[config.mk]
export PLATFORM = sky130hd
export DESIGN_NAME = lane_tcalc
export DESIGN_NICKNAME = d
export VERILOG_FILES = /design/src/rtl/lane_tcalc_pkg.sv /design/src/rtl/lane_tcalc_band.sv /design/src/rtl/lane_tcalc_div.sv /design/src/rtl/lane_tcalc.sv
export SDC_FILE = /design/constraint.sdc
export NUM_CORES = 2
export LEC_CHECK = 0
export ABC_AREA = 1
export BUFFER_PORTS_ARGS = -buffer_cell sky130_fd_sc_hd__buf_2
export CAP_MARGIN = 20
export CORE_ASPECT_RATIO = 0.8
export CORE_MARGIN = 10
export CORE_UTILIZATION = 45
export CTS_CLUSTER_SIZE = 30
export DETAILED_ROUTE_END_ITERATION = 16
export PLACE_DENSITY = 0.57
export SYNTH_ARGS = -nofsm -noshare
export SYNTH_HDL_FRONTEND = slang
export SYNTH_SLANG_ARGS = --single-unit
[constraint.sdc]
create_clock -name clk -period 8.6 [get_ports clk]
set_input_delay 1.29 -clock clk [delete_from_list [all_inputs] [get_ports clk]]
set_output_delay 1.29 -clock clk [all_outputs]
set_load 0.005 [all_outputs]
[src/rtl/lane_tcalc_pkg.sv]
package lane_tcalc_pkg;

  localparam int NBAND   = 11;
  localparam int BAND_SW = $clog2(NBAND);

  localparam int W_LPX   = 6;
  localparam int W_PREP  = 7;
  localparam int W_ZERO  = 6;
  localparam int W_TRAIL = 7;
  localparam int W_EXIT  = 5;
  localparam int W_POST  = 4;
  localparam int W_PRE   = 4;
  localparam int W_WKH   = 2;
  localparam int W_WKL   = 8;
  localparam int W_TA    = 6;

  localparam logic [W_WKH-1:0] WAKE_HI_VAL = 2'd3;
  localparam logic [W_WKL-1:0] WAKE_LO_VAL = 8'hFF;

  // byte clock per Mbps is 125 kHz, so t*B/1e9 reduces to t*rate/8000
  localparam longint unsigned BYTE_DEN    = 64'd8000;
  localparam longint unsigned HZ_PER_MBPS = 64'd125000;
  localparam longint unsigned ESC_RATIO   = 64'd160;   // 20 MHz / 125 kHz
  localparam longint unsigned NS_PER_S    = 64'd1000000000;

  localparam longint unsigned T_EXIT_NS   = 64'd120;
  localparam longint unsigned T_LPX_NS    = 64'd60;
  localparam longint unsigned T_POST_BASE = 64'd70;
  localparam longint unsigned T_POST_UI   = 64'd52;
  localparam longint unsigned T_PRE_UI    = 64'd8;
  localparam longint unsigned T_GO_NS     = 4 * T_LPX_NS;
  localparam longint unsigned T_SURE_NS   = 2 * T_LPX_NS;
  localparam longint unsigned T_GET_NS    = 5 * T_LPX_NS;

  typedef enum logic [3:0] {
    ST_ESCDIV, ST_ESCCLK, ST_UI, ST_EXIT, ST_POST,
    ST_PRE, ST_LPX, ST_TAGO, ST_TASURE, ST_TAWAIT
  } step_e;

  typedef enum logic [1:0] {PH_IDLE, PH_RUN, PH_FIN} phase_e;

  typedef struct packed {
    logic [W_PREP-1:0]  prep;
    logic [W_ZERO-1:0]  zclk;
    logic [W_ZERO-1:0]  zdat;
    logic [W_TRAIL-1:0] trail;
  } band_t;

  function automatic int unsigned band_limit(input int idx);
    case (idx)
      0: return 110;
      1: return 150;
      2: return 200;
      3: return 250;
      4: return 300;
      5: return 400;
      6: return 500;
      7: return 600;
      8: return 700;
      9: return 800;
      default: return 1000;
    endcase
  endfunction

  function automatic band_t band_entry(input logic [BAND_SW-1:0] idx);
    band_t b;
    case (idx)
      4'd0:    b = '{prep: 7'h20, zclk: 6'h16, zdat: 6'h02, trail: 7'h22};
      4'd1:    b = '{prep: 7'h06, zclk: 6'h16, zdat: 6'h03, trail: 7'h45};
      4'd2:    b = '{prep: 7'h18, zclk: 6'h17, zdat: 6'h04, trail: 7'h0B};
      4'd3:    b = '{prep: 7'h05, zclk: 6'h17, zdat: 6'h05, trail: 7'h16};
      4'd4:    b = '{prep: 7'h51, zclk: 6'h18, zdat: 6'h06, trail: 7'h2C};
      4'd5:    b = '{prep: 7'h64, zclk: 6'h19, zdat: 6'h07, trail: 7'h33};
      4'd6:    b = '{prep: 7'h20, zclk: 6'h1B, zdat: 6'h07, trail: 7'h4E};
      4'd7:    b = '{prep: 7'h6A, zclk: 6'h1D, zdat: 6'h08, trail: 7'h3A};
      4'd8:    b = '{prep: 7'h3E, zclk: 6'h1E, zdat: 6'h08, trail: 7'h6A};
      4'd9:    b = '{prep: 7'h21, zclk: 6'h1F, zdat: 6'h09, trail: 7'h29};
      default: b = '{prep: 7'h09, zclk: 6'h20, zdat: 6'h09, trail: 7'h27};
    endcase
    return b;
  endfunction

  // dividend of each step; ceilings are formed as (a + d - 1) / d
  function automatic logic [63:0] step_num(input step_e s, input logic [63:0] m,
                                           input logic [63:0] ui, input logic [63:0] esc);
    case (s)
      ST_ESCDIV: return m + ESC_RATIO - 1;
      ST_ESCCLK: return m * HZ_PER_MBPS;
      ST_UI:     return 64'd1000 + (m >> 1);
      ST_EXIT:   return T_EXIT_NS * m + BYTE_DEN - 1;
      ST_POST:   return (T_POST_BASE + T_POST_UI * ui) * m + BYTE_DEN - 1;
      ST_PRE:    return T_PRE_UI * ui * m + BYTE_DEN - 1;
      ST_LPX:    return T_LPX_NS * m + BYTE_DEN - 1;
      ST_TAGO:   return T_GO_NS * esc + NS_PER_S - 1;
      ST_TASURE: return T_SURE_NS * esc + NS_PER_S - 1;
      default:   return T_GET_NS * esc + NS_PER_S - 1;
    endcase
  endfunction

  function automatic logic [63:0] step_den(input step_e s, input logic [63:0] m,
                                           input logic [63:0] escdiv);
    case (s)
      ST_ESCDIV: return ESC_RATIO;
      ST_ESCCLK: return escdiv;
      ST_UI:     return m;
      ST_EXIT, ST_POST, ST_PRE, ST_LPX: return BYTE_DEN;
      default:   return NS_PER_S;
    endcase
  endfunction

endpackage

[src/rtl/lane_tcalc_band.sv]
module lane_tcalc_band
  import lane_tcalc_pkg::*;
#(
  parameter int RATE_W = 11
) (
  input  logic [RATE_W-1:0]  rate,
  input  logic               clk_lane,
  output logic [W_PREP-1:0]  prep,
  output logic [W_ZERO-1:0]  zero,
  output logic [W_TRAIL-1:0] trail
);

  logic [NBAND-1:0]   fits;
  logic [BAND_SW-1:0] sel;
  band_t              ent;

  for (genvar i = 0; i < NBAND; i++) begin : g_band
    assign fits[i] = (32'(rate) <= band_limit(i));
  end

  // lowest band that fits wins; none fitting leaves the last band
  always_comb begin
    sel = BAND_SW'(NBAND - 1);
    for (int i = NBAND - 1; i >= 0; i--) begin
      if (fits[i]) sel = BAND_SW'(i);
    end
  end

  assign ent   = band_entry(sel);
  assign prep  = ent.prep;
  assign zero  = clk_lane ? ent.zclk : ent.zdat;
  assign trail = ent.trail;

endmodule

[src/rtl/lane_tcalc_div.sv]
module lane_tcalc_div #(
  parameter int W = 34
) (
  input  logic         clk,
  input  logic         rst_n,
  input  logic         start,
  input  logic [W-1:0] num,
  input  logic [W-1:0] den,
  output logic         done,
  output logic [W-1:0] quo
);

  localparam int CW = $clog2(W + 1);

  logic [W-1:0]  rem;
  logic [W-1:0]  den_q;
  logic [CW-1:0] cnt;
  logic          run;
  logic [W:0]    shifted;
  logic [W:0]    diff;

  assign shifted = {rem, quo[W-1]};
  assign diff    = shifted - {1'b0, den_q};

  always_ff @(posedge clk or negedge rst_n) begin
    if (!rst_n) begin
      rem   <= '0;
      den_q <= '0;
      quo   <= '0;
      cnt   <= '0;
      run   <= 1'b0;
      done  <= 1'b0;
    end else if (start) begin
      rem   <= '0;
      den_q <= den;
      quo   <= num;
      cnt   <= CW'(W);
      run   <= 1'b1;
      done  <= 1'b0;
    end else if (run) begin
      if (!diff[W]) begin
        rem <= diff[W-1:0];
        quo <= {quo[W-2:0], 1'b1};
      end else begin
        rem <= shifted[W-1:0];
        quo <= {quo[W-2:0], 1'b0};
      end
      cnt <= cnt - 1'b1;
      if (cnt == CW'(1)) begin
        run  <= 1'b0;
        done <= 1'b1;
      end
    end else begin
      done <= 1'b0;
    end
  end

endmodule

[src/rtl/lane_tcalc.sv]
module lane_tcalc
  import lane_tcalc_pkg::*;
#(
  parameter int RATE_W = 11,
  parameter int DIV_W  = 34
) (
  input  logic               clk,
  input  logic               rst_n,
  input  logic               start,
  input  logic [RATE_W-1:0]  rate_mbps,
  input  logic [2:0]         lane_sel,
  output logic               busy,
  output logic               done,
  output logic               post_we,
  output logic               pre_we,
  output logic [W_LPX-1:0]   lpx_cnt,
  output logic [W_PREP-1:0]  prep_cnt,
  output logic [W_ZERO-1:0]  zero_cnt,
  output logic [W_TRAIL-1:0] trail_cnt,
  output logic [W_EXIT-1:0]  exit_cnt,
  output logic [W_POST-1:0]  post_cnt,
  output logic [W_PRE-1:0]   pre_cnt,
  output logic [W_WKH-1:0]   wake_hi_cnt,
  output logic [W_WKL-1:0]   wake_lo_cnt,
  output logic [W_TA-1:0]    tgo_cnt,
  output logic [W_TA-1:0]    tsure_cnt,
  output logic [W_TA-1:0]    twait_cnt
);

  phase_e             phase;
  step_e              step;
  logic               issue;
  logic [RATE_W-1:0]  rate_q;
  logic               lane_clk_q;
  logic [DIV_W-1:0]   escdiv_q, escclk_q, ui_q;

  logic [W_EXIT-1:0]  exit_w;
  logic [W_POST-1:0]  post_w;
  logic [W_PRE-1:0]   pre_w;
  logic [W_LPX-1:0]   lpx_w;
  logic [W_TA-1:0]    tgo_w, tsure_w, twait_w;

  // named internal events for the checker
  logic               div_start;
  logic               div_done;
  logic [DIV_W-1:0]   div_num;
  logic [DIV_W-1:0]   div_den;
  logic [DIV_W-1:0]   div_quo;
  logic               accept;
  logic               last_step;

  logic [W_PREP-1:0]  band_prep;
  logic [W_ZERO-1:0]  band_zero;
  logic [W_TRAIL-1:0] band_trail;

  assign busy      = (phase != PH_IDLE);
  assign accept    = start && (phase == PH_IDLE);
  assign div_start = (phase == PH_RUN) && issue;
  assign last_step = (step == ST_TAWAIT);
  assign div_num   = DIV_W'(step_num(step, 64'(rate_q), 64'(ui_q), 64'(escclk_q)));
  assign div_den   = DIV_W'(step_den(step, 64'(rate_q), 64'(escdiv_q)));

  lane_tcalc_div #(.W(DIV_W)) u_div (
    .clk   (clk),
    .rst_n (rst_n),
    .start (div_start),
    .num   (div_num),
    .den   (div_den),
    .done  (div_done),
    .quo   (div_quo)
  );

  lane_tcalc_band #(.RATE_W(RATE_W)) u_band (
    .rate     (rate_q),
    .clk_lane (lane_clk_q),
    .prep     (band_prep),
    .zero     (band_zero),
    .trail    (band_trail)
  );

  // sequencing and capture of intermediate quotients
  always_ff @(posedge clk or negedge rst_n) begin
    if (!rst_n) begin
      phase      <= PH_IDLE;
      step       <= ST_ESCDIV;
      issue      <= 1'b0;
      rate_q     <= '0;
      lane_clk_q <= 1'b0;
      escdiv_q   <= '0;
      escclk_q   <= '0;
      ui_q       <= '0;
      exit_w     <= '0;
      post_w     <= '0;
      pre_w      <= '0;
      lpx_w      <= '0;
      tgo_w      <= '0;
      tsure_w    <= '0;
      twait_w    <= '0;
    end else begin
      case (phase)
        PH_IDLE: begin
          if (accept) begin
            rate_q     <= (rate_mbps == '0) ? RATE_W'(1) : rate_mbps;
            lane_clk_q <= (lane_sel == 3'd0);
            step       <= ST_ESCDIV;
            issue      <= 1'b1;
            phase      <= PH_RUN;
          end
        end
        PH_RUN: begin
          if (issue) issue <= 1'b0;
          if (div_done) begin
            case (step)
              ST_ESCDIV: escdiv_q <= div_quo;
              ST_ESCCLK: escclk_q <= div_quo;
              ST_UI:     ui_q     <= div_quo;
              ST_EXIT:   exit_w   <= W_EXIT'(div_quo);
              ST_POST:   post_w   <= W_POST'(div_quo);
              ST_PRE:    pre_w    <= W_PRE'(div_quo);
              ST_LPX:    lpx_w    <= (div_quo > DIV_W'(2)) ? W_LPX'(div_quo - DIV_W'(2))
                                                           : W_LPX'(div_quo);
              ST_TAGO:   tgo_w    <= W_TA'(div_quo);
              ST_TASURE: tsure_w  <= W_TA'(div_quo);
              default:   twait_w  <= W_TA'(div_quo);
            endcase
            if (last_step) begin
              phase <= PH_FIN;
            end else begin
              step  <= step_e'(step + 4'd1);
              issue <= 1'b1;
            end
          end
        end
        default: phase <= PH_IDLE;
      endcase
    end
  end

  // presentation: all fields load together with the done pulse
  always_ff @(posedge clk or negedge rst_n) begin
    if (!rst_n) begin
      done        <= 1'b0;
      post_we     <= 1'b0;
      pre_we      <= 1'b0;
      lpx_cnt     <= '0;
      prep_cnt    <= '0;
      zero_cnt    <= '0;
      trail_cnt   <= '0;
      exit_cnt    <= '0;
      post_cnt    <= '0;
      pre_cnt     <= '0;
      wake_hi_cnt <= '0;
      wake_lo_cnt <= '0;
      tgo_cnt     <= '0;
      tsure_cnt   <= '0;
      twait_cnt   <= '0;
    end else if (phase == PH_FIN) begin
      done        <= 1'b1;
      post_we     <= lane_clk_q;
      pre_we      <= lane_clk_q;
      lpx_cnt     <= lpx_w;
      prep_cnt    <= band_prep;
      zero_cnt    <= band_zero;
      trail_cnt   <= band_trail;
      exit_cnt    <= exit_w;
      post_cnt    <= post_w;
      pre_cnt     <= pre_w;
      wake_hi_cnt <= WAKE_HI_VAL;
      wake_lo_cnt <= WAKE_LO_VAL;
      tgo_cnt     <= tgo_w;
      tsure_cnt   <= tsure_w;
      twait_cnt   <= twait_w;
    end else begin
      done    <= 1'b0;
      post_we <= 1'b0;
      pre_we  <= 1'b0;
    end
  end

endmodule

==> results.json <==
{
  "grt.total_usage_pct": 27.37,
  "slew-limit-headroom_pct": 26.53,
  "finalSetupViolCount": 0,
  "fmax_mhz": 119.6,
  "wire_per_inst_um": 20.10,
  "hold_buffers": 0,
  "die_x_um": 401.8,
  "synth_area_mm2": 0.05249,
  "start_util_pct": 45.59,
  "path_max_fanout": 4,
  "crit_path_start_kind": "register",
  "cp_common_cell": "nand2_2",
  "clk_pin_slew_ps": 70,
  "fp.dieArea_mm2": 0.1308,
  "postLayoutCoreUtil_pct": 51.63,
  "crit_path_max_incr_delay_ps": 560,
  "grt_pass1_vias": 46922,
  "power.density_mw_per_mm2": 55.41,
  "gp_congestion": 0.9698,
  "ys.flop_type": "dfrtp_1",
  "post-dp-hpwl_um": 146100,
  "critPathLaunch": "ui_q[4]",
  "clock_path_buffers": 3,
  "crit_arrival_ps": 8860,
  "worst_pin_slew_ps": 1101,
  "synth_nets": 8282,
  "rows": 111,
  "layout-drive-gt1-share_pct": 12.72,
  "ys.warnings.count": 0,
  "synth-seq-area-share_pct": 15.45,
  "peakVddDrop_mv": 0.1281,
  "final.setup.worst_slack_ps": 236.7,
  "antenna_found_initial": 14,
  "grt_pass1_wl_um": 283200,
  "grt_start_max_net_pins": 133,
  "async_reset_ff_share_pct": 100.0,
  "routed_via_density": 5.358,
  "min_period_over_period_pct": 97.25,
  "ys_types": 72,
  "clock_latency_ps": 640,
  "cp_slowest_cell": "fa_1",
  "timing.hold.ws_ps": 465.7,
  "min_path_type": "register to register",
  "routed_wl_um": 181500,
  "pre_cts_ws_ps": -337.1,
  "min_period_ps": 8363,
  "skew_ps": 42.77,
  "numPortBuffers": 87,
  "status": "finished clean",
  "ys_ff_latch": 324,
  "syn_inst": 7172,
  "syn2layout_area_growth_pct": 13.24,
  "io_pins": 88,
  "ant_nets": 0,
  "die_h_um": 325.5,
  "num_vias": 48368,
  "n_fill_cell": 11389,
  "cts_root_buf": "clkbuf_16",
  "synth_edf_count": 0,
  "cts_tree": "built",
  "drt_iter0_drc": 4357,
  "hold_start": "tgo_cnt[4]",
  "cts_num_sinks": 324,
  "r2r_start": "ui_q[4]",
  "core_area_mm2": 0.1151,
  "overflow": 0,
  "drcViolationCount": 0,
  "end_kind": "register",
  "numCtsBuffers": 39,
  "worst-setup-path-type": "register to register",
  "cellLeakagePower_uw": 0.03192,
  "drv_slew": 0,
  "final_nets": 8571,
  "cp.required_ps": 9100,
  "hold_viol_final": 0,
  "drv_cap": 0,
  "avgSynthCellArea_um2": 7.319,
  "grt_setup_unrepaired": "true",
  "drtPass1Iterations": 6,
  "h-tree-depth": 2
}
layer usage:
| layer | GRT usage (%) | routed length [um] | vias to the layer above | part of all wire, % |
|---|---|---|---|---|
| met4 | 5.304 | 3648 | 12 | 2.0 |
| met5 | 0 | 122 | - | 0.067 |
| met1 | 41.16 | 87200 | 23488 | 48 |
| met3 | 5.053 | 15150 | 197 | 8.3 |
| li1 | - | - | 22992 | - |
| met2 | 40.68 | 75340 | 1679 | 42 |
through the flow:
step	area [um2]	std cells	TNS (ps)	total power [uW]
2_1_floorplan	52490	7172	0	1553
3_3_place_gp	56490	8898	-271.8	1594
3_5_place_dp	56490	8898	-619.3	1594
4_1_cts	57890	8973	0	3333
5_1_grt	59420	9019	-434.3	3399
6_report	59440	9027	0	3293
flip-flops by register name (all words and copies together), names as in the netlist, 7 cells and up:
signal,flops
rate_q,11
u_div.den_q,34
u_div.quo,34
trail_cnt,7
escclk_q,32
ui_q,32
u_div.rem,34
prep_cnt,7
escdiv_q,34
cells in the mapped netlist, types with 16 or more instances:
library cell | instances | share of area, %
a21o_1 | 20 | 0.29
a21oi_1 | 338 | 3.2
a31oi_1 | 20 | 0.24
a32o_1 | 16 | 0.31
buf_1 | 20 | 0.14
clkbuf_1 | 160 | 1.1
dfrtp_1 | 324 | 15
fa_1 | 624 | 24
ha_1 | 469 | 11
inv_1 | 1450 | 10
inv_2 | 38 | 0.27
nand2_1 | 1787 | 13
nand2_2 | 34 | 0.41
nand3_1 | 272 | 2.6
nand4_1 | 85 | 1.0
nor2_1 | 455 | 3.3
nor2_2 | 24 | 0.29
nor3_1 | 59 | 0.56
nor4_1 | 24 | 0.29
o211ai_1 | 32 | 0.46
o21ai_0 | 425 | 4.1
o21ai_1 | 19 | 0.18
o21bai_1 | 23 | 0.33
o221ai_1 | 26 | 0.43
o22ai_1 | 26 | 0.31
or2_2 | 16 | 0.19
xnor2_1 | 67 | 1.1
xor2_1 | 114 | 1.9
worst paths after layout:
check,slack (ps),cells past startpoint,to
max,240,50,u_div.quo[33]
min,470,2,tgo_cnt[4]
max reg2reg,240,50,u_div.quo[33]
min reg2reg,470,2,tgo_cnt[4]
max in group asynchronous,6560,2,ui_q[21]
min in group asynchronous,710,1,prep_cnt[6]
repair_timing:
item / in CTS / in global routing
endpoints found under the setup margin: 7 / 18
gates resized for setup: 25 / 304
buffers inserted: 3 / 42
gates cloned: 0 / 0
pin swaps: 1 / 83
cell type report:
cell class,instances,area (um2),share of cell area (%)
Antenna cell,10,25.02,0.04210
Sequential cell,324,8130,13.68
Clock inverter,24,250.2,0.4210
Inverter,1498,5642,9.492
Tap cell,1525,1908,3.210
Clock buffer,48,1050,1.766
Multi-Input combinational cell,5146,39140,65.85
Timing Repair Buffer,452,3293,5.540
report_power, final:
part,total (uW),internal (uW),switching [uW]
clock network,1730,925,804
logic,39.7,4.75,35.0
registers,1520,1520,0
worst max-delay path: cells and delay by family, from the launching register on:
family          cells  cell delay (ps)
simple gates       24             2370
fa+ha+maj           9             3930
flops               1              430
buf+inv            16             1350
compound gates      1              110
layout by cell type (no fill, tap or decap), drive strengths merged, types with 6 or more instances in the layout:
cell type and count:
nand2 1822, inv 1489, fa 624, nor2 490, ha 469, o21ai 452, buf 452, a21oi 341
dfrtp 324, nand3 283, xor2 123, nand4 85, xnor2 67, nor3 64, clkbuf 48, o211ai 32
o22ai 26, o221ai 26, o21bai 26, clkinv 26, nor4 25, a21o 20, a31oi 20, or2 19
a32o 16, o2111ai 13, nand3b 13, o31ai 12, diode 10, a221oi 9, o21a 8, a21boi 8
a211oi 7, clkinvlp 6, a32oi 6
cells by family (layout without fill, tap and decap cells):
logic type               Yosys count  count (layout)  synth area share (%)
XOR/XNOR                         190             190                 3.363
AND/OR/NAND/NOR                 2806            2806                 22.27
AO/OA/AOI/OAI                   1057            1057                 11.67
buffers and inverters           1702            2022                 12.28
other                              0              10                     0
flip-flops                       324             324                 15.45
adder cells (fa/ha/maj)         1093            1093                 34.98
Power figures use the tool's default switching activity.
